<file path="src/rtl/pws_pkg.sv">
package pws_pkg;

  typedef struct packed {
    logic take;    // a strobed symbol is being accepted this cycle
    logic endWin;  // this symbol closes the current window
  } pws_strobe_t;

  // slicing fraction in tenths of the held peak
  function automatic logic [3:0] thrTenths(input logic [1:0] sel);
    return 4'd4 + {2'b00, sel};
  endfunction

  // number of 4/5 steps (about 1.94 dB each) the peak lies below full scale
  function automatic int lossSteps(input int held, input int fullScale);
    int t;
    int c;
    t = fullScale;
    c = 0;
    for (int k = 1; k <= 31; k++) begin
      t = (t * 4) / 5;
      if (held < t) c++;
    end
    return (c > 31) ? 31 : c;
  endfunction

endpackage

</file>
<file path="src/rtl/pws_ctrl.sv">
module pws_ctrl
  import pws_pkg::*;
#(
  parameter int BASE_WIN = 32
) (
  input  logic        clk,
  input  logic        rstN,
  input  logic        symValid,
  input  logic [1:0]  winSel,
  output pws_strobe_t strobes
);
  localparam int CNT_W = $clog2(BASE_WIN * 8);

  logic [CNT_W-1:0] symCnt;
  logic [1:0]       curSel;
  logic [CNT_W-1:0] lastIdx;
  logic             atLast;

  always_comb begin
    lastIdx = CNT_W'((BASE_WIN << curSel) - 1);
    atLast  = (symCnt == lastIdx);
    strobes.take   = symValid;
    strobes.endWin = symValid && atLast;
  end

  always_ff @(posedge clk) begin
    if (!rstN) begin
      symCnt <= '0;
      curSel <= 2'd2;  // 4 * BASE_WIN after reset
    end else if (symValid) begin
      if (atLast) begin
        symCnt <= '0;
        curSel <= winSel;
      end else begin
        symCnt <= symCnt + 1'b1;
      end
    end
  end

  a_r1_cnt_bound: assert property (@(posedge clk) disable iff (!rstN)
    symCnt <= lastIdx);
  a_r1_wrap: assert property (@(posedge clk) disable iff (!rstN)
    strobes.endWin |=> (symCnt == '0));
  a_r5_len_hold: assert property (@(posedge clk) disable iff (!rstN)
    !strobes.endWin |=> $stable(curSel));
  a_r9_idle_cnt: assert property (@(posedge clk) disable iff (!rstN)
    !symValid |=> $stable(symCnt));

endmodule

</file>
<file path="src/rtl/pws_datapath.sv">
module pws_datapath
  import pws_pkg::*;
#(
  parameter int W          = 10,
  parameter int FULL_SCALE = (1 << (W - 1)) - 1
) (
  input  logic                clk,
  input  logic                rstN,
  input  pws_strobe_t         strobes,
  input  logic signed [W-1:0] sample,
  input  logic [1:0]          thrSel,
  input  logic                adaptEn,
  output logic                markPos,
  output logic                markNeg,
  output logic                decValid,
  output logic [W-1:0]        heldPeak,
  output logic [4:0]          attenCode
);
  localparam int PW = W + 4;

  logic [W-1:0]  mag;
  logic [W-1:0]  runMax;
  logic [W-1:0]  winMax;
  logic [PW-1:0] prod;
  logic [PW-1:0] thr;
  logic          isMark;

  always_comb begin
    mag    = sample[W-1] ? ($unsigned(~sample) + W'(1)) : $unsigned(sample);
    winMax = (mag > runMax) ? mag : runMax;
    prod   = PW'(heldPeak) * PW'(thrTenths(thrSel));
    thr    = prod / PW'(10);
    isMark = (mag != '0) && (PW'(mag) >= thr);
    attenCode = 5'(lossSteps(int'(heldPeak), FULL_SCALE));
  end

  always_ff @(posedge clk) begin
    if (!rstN) begin
      runMax   <= '0;
      heldPeak <= W'(FULL_SCALE);
      markPos  <= 1'b0;
      markNeg  <= 1'b0;
      decValid <= 1'b0;
    end else begin
      decValid <= strobes.take;
      markPos  <= strobes.take && isMark && !sample[W-1];
      markNeg  <= strobes.take && isMark && sample[W-1];
      if (strobes.endWin) begin
        runMax <= '0;
        if (adaptEn) heldPeak <= winMax;
      end else if (strobes.take) begin
        runMax <= winMax;
      end
    end
  end

  a_r3_held_quiet: assert property (@(posedge clk) disable iff (!rstN)
    !strobes.endWin |=> $stable(heldPeak));
  a_r4_frozen: assert property (@(posedge clk) disable iff (!rstN)
    (strobes.endWin && !adaptEn) |=> $stable(heldPeak));
  a_r6_one_rail: assert property (@(posedge clk) disable iff (!rstN)
    !(markPos && markNeg));
  a_r6_zero_space: assert property (@(posedge clk) disable iff (!rstN)
    (strobes.take && mag == '0) |=> (!markPos && !markNeg));
  a_r9_idle_out: assert property (@(posedge clk) disable iff (!rstN)
    !strobes.take |=> (!decValid && !markPos && !markNeg && $stable(runMax)));
  a_r7_atten_top: assert property (@(posedge clk) disable iff (!rstN)
    (heldPeak >= W'(FULL_SCALE)) |-> (attenCode == 5'd0));

endmodule

</file>
<file path="src/rtl/peak_slicer.sv">
module peak_slicer
  import pws_pkg::*;
#(
  parameter int W          = 10,
  parameter int BASE_WIN   = 32,
  parameter int FULL_SCALE = (1 << (W - 1)) - 1
) (
  input  logic                clk,
  input  logic                rstN,
  input  logic                symValid,
  input  logic signed [W-1:0] sample,
  input  logic [1:0]          winSel,
  input  logic [1:0]          thrSel,
  input  logic                adaptEn,
  output logic                markPos,
  output logic                markNeg,
  output logic                decValid,
  output logic [W-1:0]        heldPeak,
  output logic [4:0]          attenCode
);
  pws_strobe_t strobes;

  pws_ctrl #(.BASE_WIN(BASE_WIN)) uCtrl (
    .clk      (clk),
    .rstN     (rstN),
    .symValid (symValid),
    .winSel   (winSel),
    .strobes  (strobes)
  );

  pws_datapath #(.W(W), .FULL_SCALE(FULL_SCALE)) uData (
    .clk       (clk),
    .rstN      (rstN),
    .strobes   (strobes),
    .sample    (sample),
    .thrSel    (thrSel),
    .adaptEn   (adaptEn),
    .markPos   (markPos),
    .markNeg   (markNeg),
    .decValid  (decValid),
    .heldPeak  (heldPeak),
    .attenCode (attenCode)
  );

endmodule

</file>
<file path="config.mk">
export PLATFORM = sky130hd
export DESIGN_NAME = peak_slicer
export DESIGN_NICKNAME = d
export VERILOG_FILES = /design/src/rtl/pws_pkg.sv /design/src/rtl/pws_ctrl.sv /design/src/rtl/pws_datapath.sv /design/src/rtl/peak_slicer.sv
export SDC_FILE = /design/constraint.sdc
export NUM_CORES = 1
export LEC_CHECK = 0
export BUFFER_PORTS_ARGS = -buffer_cell sky130_fd_sc_hd__buf_2
export CORE_MARGIN = 2
export CORE_UTILIZATION = 60
export CTS_BUF_LIST = sky130_fd_sc_hd__clkbuf_4
export DETAILED_ROUTE_END_ITERATION = 10
export HOLD_SLACK_MARGIN = 0.08
export PLACE_DENSITY = 0.78
export REMOVE_ABC_BUFFERS = 1
export SLEW_MARGIN = 20
export SYNTH_ARGS = -nofsm -noshare
export SYNTH_HDL_FRONTEND = slang
export SYNTH_HIERARCHICAL = 1
export SYNTH_SLANG_ARGS = --single-unit
</file>
<file path="constraint.sdc">
create_clock -name clk -period 25.2 [get_ports clk]
set_clock_uncertainty 0.05 [all_clocks]
set_input_delay 3.78 -clock clk [delete_from_list [all_inputs] [get_ports clk]]
set_output_delay 3.78 -clock clk [all_outputs]
set_load 0.1 [all_outputs]
</file>
==> reports/summary.md <==
• **worst path required time** 21370 ps
• **time the worst path needs with I/O delays and setup** 18620 ps
• **Worst Setup Slack, final** 6580 ps
• **Max transition margin** 35.0%
• **number of warning messages in the yosys log** 6
• **met2 layer usage reported by global route** 42.9%
• **maximum net fanout on the critical path** 25
• **cell with the largest stage delay on the worst path** sky130_fd_sc_hd__dfxtp_1
• **top-level port count** 36
• **setup repair after global routing missed its margin** no
• **fraction of registers with async set or reset after synthesis** 0%
• **final-layout fill cell count** 1175
• **Critical Path Most Common Cell** sky130_fd_sc_hd__ha_1
• **largest net degree at the start of global routing** 26
• **worst voltage drop across the vdd grid** 62.4 uV
• **Worst Path Arrival** 14790 ps
• **estimated wirelength of the detail-placed design** 13900 um
• **worst-skew pair later-pin latency** 330 ps
• **Final Hold Violating Endpoints** 0
• **CTS tree** yes
• **post-DR vias/cell** 6.14
• **H-tree lvl count** 2
• **count of cells resized by post-cts repair** 0
• **number of non-filler instances in the completed layout** 1233
• **number of cells produced by synthesis** 1057
• **effective utilization at floorplan** 61.4%
• **post-synthesis compound-gate area fraction** 24.9%
• **post-synthesis cell area** 7710 um^2
• **simple-gate share of the synthesized area** 29.3%
• **met3 layer usage reported by global route** 1.85%
• **count of antenna-violating nets left after detailed routing** 0
• **launching element type of the critical path** flip-flop
• **fraction of final layout cells sized beyond drive strength 1** 9.90%
• **Clk pin slew, worst setup/hold paths** 100 ps
• **multi-input gate area in the final layout** 6600 um^2
• **WS Path Type** flip-flop to primary output
• **count of hold buffers inserted by post-cts repair** 0
• **final weighted congestion in routability-driven placement** 0.887
• **placeable core region** 12600 um^2
• **part of the Yosys area used for sequential elements** 8.57%
• **initial antenna violation count** 0
• **total number of placement rows** 41
• **Remaining DRCs** 0
• **Final period util** 73.9%
• **number of cells in the design after placement** 1225
• **XOR/XNOR share of the synthesized area** 13.2%
• **Post-Syn Area per Cell** 7.30 um^2
• **number of global-route vias before repair** 6831
• **die width** 117 um
• **via count of the routed design** 7571
• **setup repair bufs after CTS** 0
• **highest-utilization routing layer at the global route stage** met2
• **Die Y-Extent** 117 um
• **Ant. Diodes** 0
• **total routing usage reported by global routing** 25.2%
• **clock power share** 8.1%
• **placed standard-cell area** 7950 um^2
• **pre-CTS setup slack** 7050 ps
• **count of final max-slew check failures** 0
• **Hold Crit Class** flip-flop to flip-flop
• **switching part of the total power** 51.6%
• **maximum clock frequency** 0.0537 GHz
• **Top FF cell, synth** sky130_fd_sc_hd__dfxtp_1
• **CTS root buffer** sky130_fd_sc_hd__clkbuf_4
• **Maximum Capacitance Violations** 0
• **routed length per instance** 14.3 um
• **most common library cell in the layout ignoring fill and taps** sky130_fd_sc_hd__nand2_1
• **Final #Nets** 1153
• **Sum Neg Setup Slack** 0 ps
• **number of buffers between clock root and the deepest sink** 2
• **post-layout power** 0.000362 W
• **met1 track utilization from global routing** 34.6%
• **# setup viols final** 0
• **top library cells by usage in the layout, fill and taps aside** sky130_fd_sc_hd__nand2_1, sky130_fd_sc_hd__nor2_1, sky130_fd_sc_hd__inv_1
• **endpoint kind of the worst setup timing path** primary output
• **largest incremental delay on the critical path** 870 ps
• **Pleak** 3.47 nW
• **Storage cell area** 661 um^2
• **multiplexer area fraction after synthesis** 4.93%
• **number of violations reported at the end of detailed-routing iteration 0** 456
• **aggregate routed wire length** 17600 um
• **synthesized-area fraction occupied by adder cells** 13.2%
• **fraction of power consumed by sequential logic** 15.8%
• **Die ar.** 13800 um^2
• **number of synthesized register bits** 33
• **Pwr per Cell Area** 45.2 nW/um^2
• **result of the run** finished clean
• **Pint** 0.000175 W
• **sum of overflow across all layers after global routing** 0
• **number of sinks handled by clock tree synthesis** 33
• **Synth cell types** 111
• **post-route cell area** 8010 um^2
• **Area growth syn-to-layout** 3.80%
• **total net switching power** 0.000187 W
• **largest family of logic cells by synthesized area** simple AND/OR/NAND/NOR gates
• **number of detailed-routing iterations run before antenna repair** 7
• **wire length of the first global-routing pass** 30900 um
• **number of buffers created by CTS** 5
• **part of the total power dissipated in combinational logic** 76.1%
• **EDFF count, synth** 0
• **count of input and output buffers** 35
• **actual transition at the worst max-transition pin** 967 ps
## registers in the layout, indices dropped and copies added, names as in the netlist
signal          flops
uCtrl/curSel        2
uCtrl/symCnt        8
uData/decValid      1
uData/heldPeak     10
uData/markNeg       1
uData/markPos       1
uData/runMax       10
## final timing paths
path / end / depth (start not counted) / slack [ps] / from
max: attenCode[0] / 69 / 6580 / uData/heldPeak[4]
min reg2reg: uData/runMax[9] / 2 / 420 / uData/runMax[9]
max reg2reg: uData/markNeg / 41 / 15510 / uData/heldPeak[2]
min: uData/runMax[9] / 2 / 420 / uData/runMax[9]
## cells in the mapped netlist, types with 5 or more instances
library cell	instances	area share, %
sky130_fd_sc_hd__clkbuf_1	28	1.4
sky130_fd_sc_hd__a21oi_1	48	3.1
sky130_fd_sc_hd__ha_1	67	11
sky130_fd_sc_hd__mux2_2	7	1.0
sky130_fd_sc_hd__xnor2_1	52	5.9
sky130_fd_sc_hd__or4_1	5	0.49
sky130_fd_sc_hd__nor3_1	42	2.7
sky130_fd_sc_hd__and2_1	26	2.1
sky130_fd_sc_hd__mux2i_1	25	3.2
sky130_fd_sc_hd__nor2b_1	8	0.65
sky130_fd_sc_hd__inv_1	69	3.4
sky130_fd_sc_hd__or3_1	9	0.73
sky130_fd_sc_hd__buf_1	5	0.24
sky130_fd_sc_hd__xor2_1	27	3.1
sky130_fd_sc_hd__nand4_1	12	0.97
sky130_fd_sc_hd__dfxtp_1	33	8.6
sky130_fd_sc_hd__nand2b_1	11	0.89
sky130_fd_sc_hd__a31oi_1	15	1.2
sky130_fd_sc_hd__a221oi_1	5	0.57
sky130_fd_sc_hd__or2_2	6	0.49
sky130_fd_sc_hd__o21a_1	10	0.97
sky130_fd_sc_hd__o21ai_1	5	0.32
sky130_fd_sc_hd__nand3_1	42	2.7
sky130_fd_sc_hd__nand4b_1	6	0.68
sky130_fd_sc_hd__o21ai_0	46	3.0
sky130_fd_sc_hd__a211oi_1	15	1.5
sky130_fd_sc_hd__nand2_1	115	5.6
sky130_fd_sc_hd__fa_1	8	2.1
sky130_fd_sc_hd__a211o_1	5	0.57
sky130_fd_sc_hd__buf_2	8	0.52
sky130_fd_sc_hd__a21o_1	14	1.4
sky130_fd_sc_hd__nor4_1	10	0.81
sky130_fd_sc_hd__a2111oi_0	6	0.68
sky130_fd_sc_hd__and3_1	17	1.4
sky130_fd_sc_hd__a32oi_1	5	0.57
sky130_fd_sc_hd__o31ai_1	7	0.68
sky130_fd_sc_hd__nor2_1	95	4.6
sky130_fd_sc_hd__o211ai_1	19	1.8
## worst max-delay path: cells and delay by family (launching register included)
kind / cells / cell delay, ps
flip-flops: 1 / 870
XOR/XNOR: 3 / 700
multiplexers: 5 / 1170
adder cells (fa/ha/maj): 20 / 6080
AO/OA/AOI/OAI: 18 / 3140
buffers and inverters: 4 / 650
AND/OR/NAND/NOR: 19 / 1820
## cell families (layout without fill, tap and decap cells)
kind of cell	count (synthesis)	after routing
simple gates	440	440
flops	33	33
buf+inv	114	118
xor+xnor	94	94
fa+ha+maj	77	77
compound gates	264	264
mux	35	35
## routing by layer
metal | share of wire (%) | up-vias
met3 | 3.8 | 35
met2 | 47 | 178
met4 | 2.4 | 0
li1 | - | 3874
met5 | 0 | -
met1 | 47 | 3484
## final cells by class
cell class,instances,share of cell area [%]
inverters,70,3.28
repair buffers,40,2.66
clock inverters,2,0.125
multi-input cells,910,82.4
flip-flops and latches,33,8.25
well taps,172,2.69
clock buffers,6,0.563
## power groups by stage
stage / sequential [W] / combinational, W / clock (W)
detailed placement: 0.0000581 / 0.000269 / 0
CTS: 0.0000570 / 0.000271 / 0.0000301
floorplan: 0.0000609 / 0.000214 / 0
global route: 0.0000574 / 0.000316 / 0.0000324
global placement: 0.0000581 / 0.000263 / 0
finish: 0.0000570 / 0.000275 / 0.0000293
## through the flow
stage,utilization (%),hold WS (ps)
6_report,63.7,423
5_1_grt,63.7,445
4_1_cts,63.7,426
3_5_place_dp,63.3,411
3_3_place_gp,63.3,405
2_1_floorplan,-,394
Note: power is estimated with default switching activity, not from simulation.
